[src/rtl/lct_pkg.sv]
// Shared constants and types for the limit counter timer.
// Assumes word offsets on the bus and a 32-bit data word.
package lct_pkg;
    localparam int DATA_W        = 32;
    localparam int OFS_LIMIT     = 0;  // limit, restarts count
    localparam int OFS_COUNT     = 1;  // counter, read only
    localparam int OFS_LIMIT_KEEP = 2; // limit, count untouched

    // Decoded single-cycle access
    typedef struct packed {
        logic wr_lim;
        logic wr_keep;
        logic rd_lim;
        logic rd_cnt;
    } lct_acc_t;
endpackage

[src/rtl/lct_decode.sv]
// Turns a bus request into one-hot access strobes.
// Assumes at most one access per cycle; undefined offsets decode to nothing.
module lct_decode #(
    parameter int ADDR_W = 3
) (
    input  logic              valid_i,
    input  logic              write_i,
    input  logic [ADDR_W-1:0] addr_i,
    output lct_pkg::lct_acc_t acc_o
);
    import lct_pkg::*;

    // Offset compare and direction split
    always_comb begin
        acc_o         = '0;
        acc_o.wr_lim  = valid_i &&  write_i && (int'(addr_i) == OFS_LIMIT);
        acc_o.wr_keep = valid_i &&  write_i && (int'(addr_i) == OFS_LIMIT_KEEP);
        acc_o.rd_lim  = valid_i && !write_i && (int'(addr_i) == OFS_LIMIT);
        acc_o.rd_cnt  = valid_i && !write_i && (int'(addr_i) == OFS_COUNT);
    end
endmodule

[src/rtl/lct_limit_reg.sv]
// Holds the programmed limit field and flags the free-run (zero) case.
// Assumes the caller has already extracted the field from the data word.
module lct_limit_reg #(
    parameter int CNT_W = 22
) (
    input  logic             clk,
    input  logic             rst_n,
    input  logic             load_i,
    input  logic [CNT_W-1:0] val_i,
    output logic [CNT_W-1:0] lim_o,
    output logic             free_o
);
    // Limit storage
    always_ff @(posedge clk) begin
        if (!rst_n)      lim_o <= '0;
        else if (load_i) lim_o <= val_i;
    end

    // Free-run indication
    assign free_o = (lim_o == '0);
endmodule

[src/rtl/lct_count_core.sv]
// Up-counter with limit match, sticky reached flag and level interrupt.
// Assumes clr_i and ack_i are never high together (one access per cycle).
// A clear beats a tick; a hit beats an acknowledge.
module lct_count_core #(
    parameter int CNT_W = 22
) (
    input  logic             clk,
    input  logic             rst_n,
    input  logic             tick_i,
    input  logic             clr_i,
    input  logic             ack_i,
    input  logic [CNT_W-1:0] lim_i,
    input  logic             free_i,
    output logic [CNT_W-1:0] cnt_o,
    output logic             reached_o,
    output logic             irq_o,
    output logic             hit_o
);
    logic [CNT_W-1:0] cnt_inc;

    // Next count value, wrapping at the field width
    assign cnt_inc = cnt_o + 1'b1;

    // Limit match on a tick that is not overridden by a clear
    assign hit_o = tick_i && !clr_i && !free_i && (cnt_inc == lim_i);

    // Count register
    always_ff @(posedge clk) begin
        if (!rst_n)      cnt_o <= '0;
        else if (clr_i)  cnt_o <= '0;
        else if (tick_i) cnt_o <= hit_o ? '0 : cnt_inc;
    end

    // Sticky reached flag, cleared only by acknowledge
    always_ff @(posedge clk) begin
        if (!rst_n)     reached_o <= 1'b0;
        else if (hit_o) reached_o <= 1'b1;
        else if (ack_i) reached_o <= 1'b0;
    end

    // Level interrupt, dropped by acknowledge or limit restart
    always_ff @(posedge clk) begin
        if (!rst_n)              irq_o <= 1'b0;
        else if (hit_o)          irq_o <= 1'b1;
        else if (ack_i || clr_i) irq_o <= 1'b0;
    end
endmodule

[src/rtl/lim_ctr_timer.sv]
// Word-mapped limit counter timer: decode, limit register, count core
// and a registered read port. Assumes tick is a one-cycle-wide strobe
// synchronous to clk.
module lim_ctr_timer #(
    parameter int ADDR_W  = 3,
    parameter int CNT_LSB = 9
) (
    input  logic                       clk,
    input  logic                       rst_n,
    input  logic                       bus_valid,
    input  logic                       bus_write,
    input  logic [ADDR_W-1:0]          bus_addr,
    input  logic [lct_pkg::DATA_W-1:0] bus_wdata,
    output logic [lct_pkg::DATA_W-1:0] bus_rdata,
    input  logic                       tick,
    output logic                       irq
);
    import lct_pkg::*;

    localparam int CNT_W = DATA_W - 1 - CNT_LSB;

    lct_acc_t         acc;
    logic [CNT_W-1:0] lim_q;
    logic [CNT_W-1:0] cnt_q;
    logic             free_run;
    logic             reached_q;
    logic             hit;

    lct_decode #(.ADDR_W(ADDR_W)) u_dec (
        .valid_i (bus_valid),
        .write_i (bus_write),
        .addr_i  (bus_addr),
        .acc_o   (acc)
    );

    lct_limit_reg #(.CNT_W(CNT_W)) u_lim (
        .clk    (clk),
        .rst_n  (rst_n),
        .load_i (acc.wr_lim || acc.wr_keep),
        .val_i  (bus_wdata[DATA_W-2:CNT_LSB]),
        .lim_o  (lim_q),
        .free_o (free_run)
    );

    lct_count_core #(.CNT_W(CNT_W)) u_core (
        .clk       (clk),
        .rst_n     (rst_n),
        .tick_i    (tick),
        .clr_i     (acc.wr_lim),
        .ack_i     (acc.rd_lim),
        .lim_i     (lim_q),
        .free_i    (free_run),
        .cnt_o     (cnt_q),
        .reached_o (reached_q),
        .irq_o     (irq),
        .hit_o     (hit)
    );

    // Read data register, loaded one cycle after the request
    always_ff @(posedge clk) begin
        if (!rst_n)
            bus_rdata <= '0;
        else if (acc.rd_lim)
            bus_rdata <= {1'b0, lim_q, {CNT_LSB{1'b0}}};
        else if (acc.rd_cnt)
            bus_rdata <= {reached_q, cnt_q, {CNT_LSB{1'b0}}};
        else if (bus_valid && !bus_write)
            bus_rdata <= '0;
    end
endmodule

[config.mk]
export PLATFORM = sky130hd
export DESIGN_NAME = lim_ctr_timer
export DESIGN_NICKNAME = d
export VERILOG_FILES = /design/src/rtl/lct_pkg.sv /design/src/rtl/lct_decode.sv /design/src/rtl/lct_limit_reg.sv /design/src/rtl/lct_count_core.sv /design/src/rtl/lim_ctr_timer.sv
export SDC_FILE = /design/constraint.sdc
export NUM_CORES = 1
export LEC_CHECK = 0
export CAP_MARGIN = 20
export CORE_ASPECT_RATIO = 0.8
export CORE_MARGIN = 4
export CORE_UTILIZATION = 52
export CTS_CLUSTER_DIAMETER = 150
export CTS_CLUSTER_SIZE = 14
export DETAILED_ROUTE_END_ITERATION = 6
export GPL_TIMING_DRIVEN = 1
export PLACE_DENSITY_LB_ADDON = 0.25
export SETUP_SLACK_MARGIN = 0.5
export SLEW_MARGIN = 15
export SYNTH_ARGS = -nofsm -noshare
export SYNTH_HDL_FRONTEND = slang
export SYNTH_SLANG_ARGS = --single-unit
[constraint.sdc]
create_clock -name clk -period 3.43 [get_ports clk]
set_input_delay 0.686 -clock clk [delete_from_list [all_inputs] [get_ports clk]]
set_output_delay 0.686 -clock clk [all_outputs]
set_load 0.02 [all_outputs]
# --- Word-level counts from Yosys, hierarchy flattened ---
# Index checks and enable logic that the tools add are counted.
word_totals:
  wordCells: 41
  in_bits: 40
  register_bits: 69
op_classes:
  bitwise: 1
  muxes: 8
  eq_ne: 3
  n_addsub: 1
  n_reduce_logical: 22
ops:
  columns: ["operator", "n"]
  rows:
  - ["$mux W32", 2]
  - ["$mux W31", 1]
  - ["$add A22 B1 Y22 const B", 1]
  - ["$eq A22 B22 Y1", 1]
  - ["$logic_not A22 Y1", 1]
  - ["$mux W22", 1]
  - ["$logic_and A1 B1 Y1", 9]
  - ["$reduce_bool A2 Y1", 3]
  - ["$mux W1", 4]
  - ["$reduce_or A2 Y1", 2]
  - ["$eq A3 B2 Y1 const B", 1]
  - ["$eq A3 B3 Y1 const B", 1]
  - ["$logic_not A1 Y1", 3]
  - ["$logic_not A3 Y1", 1]
  - ["$reduce_bool A3 Y1", 1]
  - ["$logic_or A1 B1 Y1", 2]
  - ["$not A1 Y1", 1]

# --- Logic depth before layout (Yosys ltp) ---
# Gate-level depths: netlist of run 1.
logic_depth:
  word_depth: 7
  depth_mapped: 11
  ltp_nobuf: 8

# --- Cells and area by module ---
# A second synthesis of run 1 with hierarchy kept.
hier_totals:
  hier_cells: 477
  area_unflattened_um2: 4126.5
modules_own_cells:
  columns: ["module", "seq_area_each_um2", "cells_per_inst", "area_per_inst_um2", "instances"]
  rows:
  - ["lct_count_core", 480.5, 270, 2044.5, 1]
  - ["lim_ctr_timer", 460.4, 124, 1117.3, 1]
  - ["lct_limit_reg", 440.4, 78, 880.8, 1]
  - ["lct_decode", 0.0, 5, 83.8, 1]

# --- Least setup slack after synthesis of run 1 ---
# Ideal clock, no wire load.
synth_path:
  path_type: "register -> register"
  start: "register u_core.cnt_o[0]"
  end: "register u_core.cnt_o[14]"
  setup_ps: 132
  n_path_buf: 1
  required_time_ps: 3298
  arrival_time_ps: 2275
  stages_incl_launch_ff: 10
  path_slack_ps: 1023
  synth_period_minus_slack_ps: 2407
  path_cell_list: "dfxtp_1 ha_1 nand2_1 or4_1 xnor2_1 a211oi_2 nand2_1 nor4_2 buf_2 nor3_1"
synth_between:
  elab_chain_len: 4
synth_rtl:
  columns: ["item", "line_no", "source"]
  rows:
  - ["start: declaration", "lct_count_core.sv:14", "output logic [CNT_W-1:0] cnt_o,"]
  - ["start signal: assignment", "lct_count_core.sv:31", "else if (tick_i) cnt_o <= hit_o ? '0 : cnt_inc;"]
  - ["$add A22 B1 Y22 (*)", "lct_count_core.sv:22", "assign cnt_inc = cnt_o + 1'b1;"]
  - ["$eq A22 B22 Y1", "lct_count_core.sv:25", "assign hit_o = tick_i && !clr_i && !free_i && (cnt_inc == lim_i);"]
  - ["$logic_and A1 B1 Y1", "lct_count_core.sv:25", null]
  - ["$mux W22 (*)", "lct_count_core.sv:31", null]
# Every way passes the cells marked *; elsewhere a longest branch is shown, timed or not.
# A chain may end at the register's enable or synchronous reset.

# --- Worst setup path in the final report of run 1 ---
layout_path:
  start: "register u_core.cnt_o[0]"
  end: "register u_core.cnt_o[12]"
# Same word-level chain as after synthesis.

==> results.txt, run 1 <==
Hold Vio Cnt, Final: 0
Share of cells above drive strength 1: 9.15%
Leakage Power: 1.52 nW
DR vias/cell: 6.12
Final Wtd Congestion: 0.920
Antenna Cells: 0
Worst skew pair latency: 0.35 ns
Fin crit share: 79.7%
Gr ovfl total: 0
Failing checks: DRC
Status: complete, but fails checks
Mapped Area: 3810 um^2
Critical path launch point type: register
CTS tree: yes
# IOs: 73
Post-synth EDFFs: 0
Initial core utilization: 54.5%
RSZ-0062 raised after global routing: false
First-pass GRT wire length: 16.5 mm
Die height: 84.6 um
NumNets Final: 517
R2R Setup Slk: 0.70 ns
WHS: 0.520 ns
Row cnt: 27
Final HPWL DP: 7.19 mm
Worst setup path startpoint: u_core.cnt_o[0]
FMAX: 0.366 GHz
Final setup fails: 0
DP Cell Count: 552
Core Area: 6990 um^2
Setup crit end: u_core.cnt_o[12]
Post-synth top area share: 36.3%
Max cap viols: 0
DRC violations left: 4
CTS root buf: clkbuf_8
Pin count of the biggest net entering global routing: 49
Crit Path Category: register to register
WL/cell: 17.9 um
Starting DRC count in detailed routing: 358
Post-synthesis sequential area ratio: 36.3%
Worst-Margin Slew: 0.697 ns
Worst min path class: register to register
Final Max Tran Viols: 0
CP required: 3.65 ns
Slew HR: 53.5%
Die Wd: 104 um
Fillers: 574
Crit path time final: 2.73 ns
Synth cell types: 60
Area grow syn2layout: 19.2%
Via count of the first global-routing pass: 3307
Post-synth top area cell: dfxtp_1
1st-pass router iterations: 7
Ys async rst share: 0%
Post-Syn Area per Cell: 8.66 um^2
Post-Layout Cell Count: 568
CP endpoint kind: register
Synth area leaders: dfxtp_1 36%, nand2_1 5.8%, a222oi_1 5.8%, xor2_1 5.3%, xnor2_1 5.1%
GR Util All Layers: 23.0%
Total Neg Setup Slack: 0 ns
R2r endpoint: u_core.cnt_o[12]
Via count: 3475
Post-synth top flop: dfxtp_1
CTS H-Tree Depth: 3
Critical Path AT: 2.96 ns
Port bufs: 53
Bufs on Longest Clock Path: 2
Fin area: 4540 um^2
Final Skew: 0.0108 ns
R2R depth: 9
Area post-placement: 4340 um^2
Crit path max fanout: 12
WL final: 10.2 mm
Pwr/cell area: 364 nW/um^2
Max IR drop VDD: 0.000324 V
Final WS setup: 0.696 ns
Cts bufs inserted: 9
Routed Antenna Nets: 0
Die Footprint: 8770 um^2
Sink Count: 69
Clk pin slew, worst setup/hold paths: 0.08 ns
Reg-to-reg startpoint: u_core.cnt_o[0]
Multi-input logic area: 2230 um^2
Synth Register Bits: 69
YS warnings: 0
Synthesized instance count: 440
Placement Setup Slack: 0.559 ns
Sequential cell area: 1380 um^2
Initial antenna violation count: 0
[logic make-up after synthesis]
group | Yosys count | synth area share [%]
xor+xnor | 46 | 11.0
simple gates | 192 | 28.7
other cells | 1 | 0.0984
fa+ha+maj | 2 | 0.591
compound gates | 80 | 16.6
flops | 69 | 36.3
buf+inv | 49 | 6.47
mux | 1 | 0.296
[through the flow]
| stage | util, % | power (W) |
|---|---|---|
| 2_1_floorplan | - | 0.000928 |
| 3_3_place_gp | 62.0 | 0.000983 |
| 3_5_place_dp | 62.0 | 0.000985 |
| 4_1_cts | 64.9 | 0.00166 |
| 5_1_grt | 64.9 | 0.00170 |
| 6_report | 64.9 | 0.00165 |
[critical path: stages (launching register included)]
cell and delay (ns):
dfxtp_1 0.48, ha_2 0.30, nand2_2 0.18, or4_1 0.52, xnor2_1 0.18, a211oi_2 0.20
nand2_1 0.12, nor4_2 0.31, buf_4 0.25, nor3_1 0.07
[routing by layer]
| layer | GRT usage (%) | vias to the layer above | routed length, um |
|---|---|---|---|
| li1 | - | 1656 | - |
| met1 | 32.7 | 1615 | 4630 |
| met2 | 34.2 | 184 | 4430 |
| met3 | 5.15 | 20 | 940 |
| met4 | 8.09 | 0 | 182 |
| met5 | 0 | - | 0 |
[synth_stat cells, types with 11 or more instances]
cell      instances
clkbuf_1         24
nand3_1          14
nor2b_1          25
buf_4            11
nor4_1           12
a222oi_1         22
dfxtp_1          69
nand2_1          59
nor3_1           20
xor2_1           23
xnor2_1          22
a21boi_0         22
[final cells by class]
cell class	count	share of cell area, %
multi-input combinational	330	49.1
sequential	69	30.4
timing repair buffer	64	13.5
clock buffer	10	2.81
tap	87	2.40
clock inverter	6	1.60
inverter	2	0.165
[registers in the layout, indices dropped and copies added (netlist names)]
name and flops:
u_core.irq_o 1, bus_rdata 23, u_core.reached_o 1, u_lim.lim_o 22, u_core.cnt_o 22
[timing repair]
action / 4_1_cts / 5_1_grt
setup endpoints to repair: 0 / 22
gates resized for setup: 0 / 3
hold buffers: 0 / 0
setup buffers: 0 / 0
[report_power, final]
| group | leakage [nW] | switching [W] | internal [W] |
|---|---|---|---|
| clock network | 0.0971 | 0.000339 | 0.000342 |
| registers | 0.557 | 0.0000133 | 0.000809 |
| logic | 0.870 | 0.0000782 | 0.0000698 |
| total | 1.52 | 0.000431 | 0.00122 |
[how the worst min path moves through the flow]
| stage | end | cells past startpoint | from | slack (ns) |
|---|---|---|---|---|
| after global routing | u_lim.lim_o[0] | 2 | u_lim.lim_o[0] | 0.55 |
| after global placement | u_lim.lim_o[4] | 2 | u_lim.lim_o[4] | 0.50 |
| after detailed placement | u_lim.lim_o[4] | 2 | u_lim.lim_o[4] | 0.50 |
| after floorplan | u_lim.lim_o[7] | 2 | u_lim.lim_o[7] | 0.47 |
| after CTS | u_lim.lim_o[4] | 2 | u_lim.lim_o[4] | 0.51 |
| final | u_lim.lim_o[4] | 2 | u_lim.lim_o[4] | 0.52 |
[cell usage in the layout (no fill, tap or decap), drive strengths merged, types with 3 or more instances in the layout]
| cell | n |
|---|---|
| nand2b | 9 |
| a21boi | 22 |
| nor2b | 25 |
| nand3 | 18 |
| dfxtp | 69 |
| xnor2 | 22 |
| nor2 | 9 |
| clkinv | 3 |
| nand2 | 59 |
| a222oi | 22 |
| a211oi | 3 |
| conb | 9 |
| or3 | 3 |
| inv | 3 |
| buf | 11 |
| nor4b | 3 |
| and4 | 3 |
| and3 | 5 |
| nand4 | 9 |
| xor2 | 23 |
| nor4 | 17 |
| a31oi | 3 |
| a21oi | 7 |
| nor3 | 20 |
| and2 | 4 |
| o21ai | 7 |
| clkdlybuf4s50 | 53 |
| clkbuf | 10 |
Power figures use the tool's default switching activity.
==> run 2: changes to the inputs <==
--- a/config.mk
+++ b/config.mk
@@ -8,7 +8,7 @@
 export CAP_MARGIN = 20
 export CORE_ASPECT_RATIO = 0.8
 export CORE_MARGIN = 4
-export CORE_UTILIZATION = 52
+export CORE_UTILIZATION = 47
 export CTS_CLUSTER_DIAMETER = 150
 export CTS_CLUSTER_SIZE = 14
 export DETAILED_ROUTE_END_ITERATION = 6
==> constraint.sdc (replaced) <==
create_clock -name clk -period 2.2 [get_ports clk]
set_input_delay 0.44 -clock clk [delete_from_list [all_inputs] [get_ports clk]]
set_output_delay 0.44 -clock clk [all_outputs]
set_load 0.02 [all_outputs]
==> run 2 against run 1 <==
  * The flow finishes with violations (setup timing)
  * Critical path depth shrank 1
  * Cell count grew 15%
  * Critical endpoint is now u_core.cnt_o[21]
  * Worst setup slack lost 0.84 ns
  * Clock-buffer cell count is the same
  * Power grew 59%
  * Wire length grew 5.4%
  * Combinational power grew 93%
  * First-iteration DRC count shrank 7.5%
  * Clock skew shrank 0.0028 ns
  * Via count grew 6.1%
  * Final area grew 15%
  * Sequential power grew 56%
==> results.txt, run 2 (synthesis gave the netlist of run 1 again) <==
Setup crit end: u_core.cnt_o[21]
Sw Share: 26.4% (+0.30 points)
Die height: 88.5 um (+4.7%)
CTS tree: yes
CTS Hold Buffers Added: 0 (unchanged)
Clock power share: 40.7% (-0.6 points)
Final Wtd Congestion: 0.911 (-0.97%)
Reg-to-reg startpoint: u_core.cnt_o[11]
Worst setup path startpoint: u_core.cnt_o[11]
Final Skew: 0.00793 ns (-0.00284 ns)
R2r endpoint: u_core.cnt_o[21]
CTS H-Tree Depth: 3 (unchanged)
Final WS setup: -0.146 ns (-0.842 ns)
Routed Antenna Nets: 0 (unchanged)
Antenna Cells: 0 (unchanged)
Sink Count: 69 (unchanged)
CTS root buf: clkbuf_8
R2R depth: 8 (-1)
CP endpoint kind: register
DR vias/cell: 5.63 (-8.0%)
CP required: 2.44 ns (-1.21 ns)
Worst skew pair latency: 0.36 ns (about the same)
Largest register FFs: 23 (unchanged)
Clk pin slew, worst setup/hold paths: 0.08 ns (about the same)
WL final: 10.7 mm (+5.4%)
Pin count of the biggest net entering global routing: 42 (-14%)
Hold Vio Cnt, Final: 0 (unchanged)
Max cap viols: 0 (unchanged)
Cts bufs inserted: 9 (unchanged)
Critical Path AT: 2.58 ns (-0.38 ns)
RSZ-0062 raised after global routing: true
R2R Setup Slk: -0.15 ns (-0.84 ns)
Final HPWL DP: 7.87 mm (+9.5%)
Port bufs: 53 (unchanged)
# IOs: 73 (unchanged)
Commonest non-fill, non-tap cell in the layout: buf_4
Core Util, Final: 65.9% (+0.95 points)
First-pass GRT wire length: 17.3 mm (+5.1%)
Share of cells above drive strength 1: 23.6% (+14 points)
Core Area: 7910 um^2 (+13%)
Max IR drop VDD: 0.000435 V (+34%)
Initial antenna violation count: 0 (unchanged)
Bufs on Longest Clock Path: 2 (unchanged)
Die Wd: 109 um (+4.8%)
Crit path max fanout: 6 (-6)
Leakage Power: 2.07 nW (+36%)
Via count of the first global-routing pass: 3474 (+5.0%)
GR Util All Layers: 23.0% (+0.051 points)
Failing checks: setup timing
Logic pwr share: 10.8% (+1.8 points)
Starting DRC count in detailed routing: 331 (-7.5%)
Die Footprint: 9620 um^2 (+9.7%)
1st-pass router iterations: 5 (-2)
Via count: 3687 (+6.1%)
Seq pwr share: 48.5% (-1.3 points)
Cells along the critical path: nand3_4 > or4_4 > xnor2_1 > a211oi_2 > nand2_1 > nor4_4 > buf_4 > nor3_1
Slowest cell on the critical path: or4_4
Row cnt: 29 (+7.4%)
Critical path launch point type: register
Gr ovfl total: 0 (unchanged)
WL/cell: 16.4 um (-8.6%)
NumNets Final: 583 (+13%)
FMAX: 0.426 GHz (+17%)
Crit Path Category: register to register
Worst min path class: register to register
Crit-path max cell delay: 0.55 ns (+0.03 ns)
Most frequent cells in the layout: 68 x buf_4, 59 x dfxtp_1, 58 x nand2_1
Switching pwr: 0.000694 W (+61%)
Reg with most FFs: bus_rdata
Final Max Tran Viols: 0 (unchanged)
Area grow syn2layout: 36.8%
Largest regs: bus_rdata x23, u_core.cnt_o x22, u_lim.lim_o x22
Fin crit share: 107% (+27 points)
Crit path time final: 2.35 ns (-0.388 ns)
Final setup fails: 24 (+24)
Internal power: 0.00194 W (+59%)
Post-Layout Cell Count: 655 (+15%)
Initial core utilization: 48.2% (-6.3 points)
Status: complete, but fails checks
DRC violations left: 0 (-4)
Pwr/cell area: 505 nW/um^2 (+39%)
DP Cell Count: 629 (+14%)
run 2: cell count changes in the layout (fill, tap and decap cells not counted), sizes merged:
cell | previous run | this run
clkdlybuf4s50 | 53 | 27
dlymetal6s2s | 0 | 2
clkinvlp | 1 | 2
inv | 3 | 4
clkinv | 3 | 1
buf | 11 | 77
dlygate4sd2 | 0 | 24
run 2: worst min-delay path by stage:
stage	depth (start not counted)	from	slack, ns	to
2_1_floorplan	2	u_lim.lim_o[7]	0.47	u_lim.lim_o[7]
3_3_place_gp	2	u_lim.lim_o[0]	0.50	u_lim.lim_o[0]
3_5_place_dp	2	u_lim.lim_o[1]	0.50	u_lim.lim_o[1]
4_1_cts	2	u_lim.lim_o[1]	0.52	u_lim.lim_o[1]
5_1_grt	2	u_lim.lim_o[1]	0.53	u_lim.lim_o[1]
6_report	2	u_lim.lim_o[1]	0.51	u_lim.lim_o[1]
run 2: stage by stage:
step                      cell area, um^2  hold slack [ns]  total power [W]  TNS [ns]  setup slack, ns
after floorplan                      3960            0.475          0.00145         0           0.0503
after global placement               4880            0.501          0.00156     -3.18           -0.165
after detailed placement             4880            0.505          0.00156     -3.09           -0.166
after CTS                            5130            0.516          0.00263     -1.52          -0.0833
after global routing                 5210            0.532          0.00272     -5.03           -0.237
final                                5210            0.510          0.00263     -2.62           -0.146
run 2: layout make-up:
class / count / area [um^2]
Clock inverter: 6 / 71.3
Inverter: 2 / 7.51
Multi-Input combinational cell: 330 / 2350
Clock buffer: 10 / 128
Tap cell: 108 / 135
Sequential cell: 69 / 1400
Fill cell: 663 / 2700
Timing Repair Buffer: 130 / 1130
run 2: repair_timing:
item,in CTS,in global routing
pin swaps,1,9
gates cloned,1,1
gates resized for setup,38,13
endpoints found under the setup margin,48,36
setup buffers,5,3
run 2: critical path: cells and delay by family (launching register included):
kind | cells | cell delay [ns]
buffers and inverters | 1 | 0.23
XOR/XNOR | 1 | 0.16
AND/OR/NAND/NOR | 5 | 1.23
AO/OA/AOI/OAI | 1 | 0.21
flip-flops | 1 | 0.40
run 2: per-layer routing:
metal	part of all wire [%]	up-vias	track usage, %
li1	-	1782	-
met2	44	169	35.7
met5	0	-	0
met4	1.1	0	7.00
met3	8.5	12	4.81
met1	46	1724	32.4
run 2: power by group through the flow:
stage	Sequential, W	Combinational (W)	Clock [W]
floorplan	0.00131	0.000147	0
global placement	0.00130	0.000256	0
detailed placement	0.00131	0.000260	0
CTS	0.00128	0.000271	0.00108
global route	0.00128	0.000305	0.00114
finish	0.00128	0.000285	0.00107
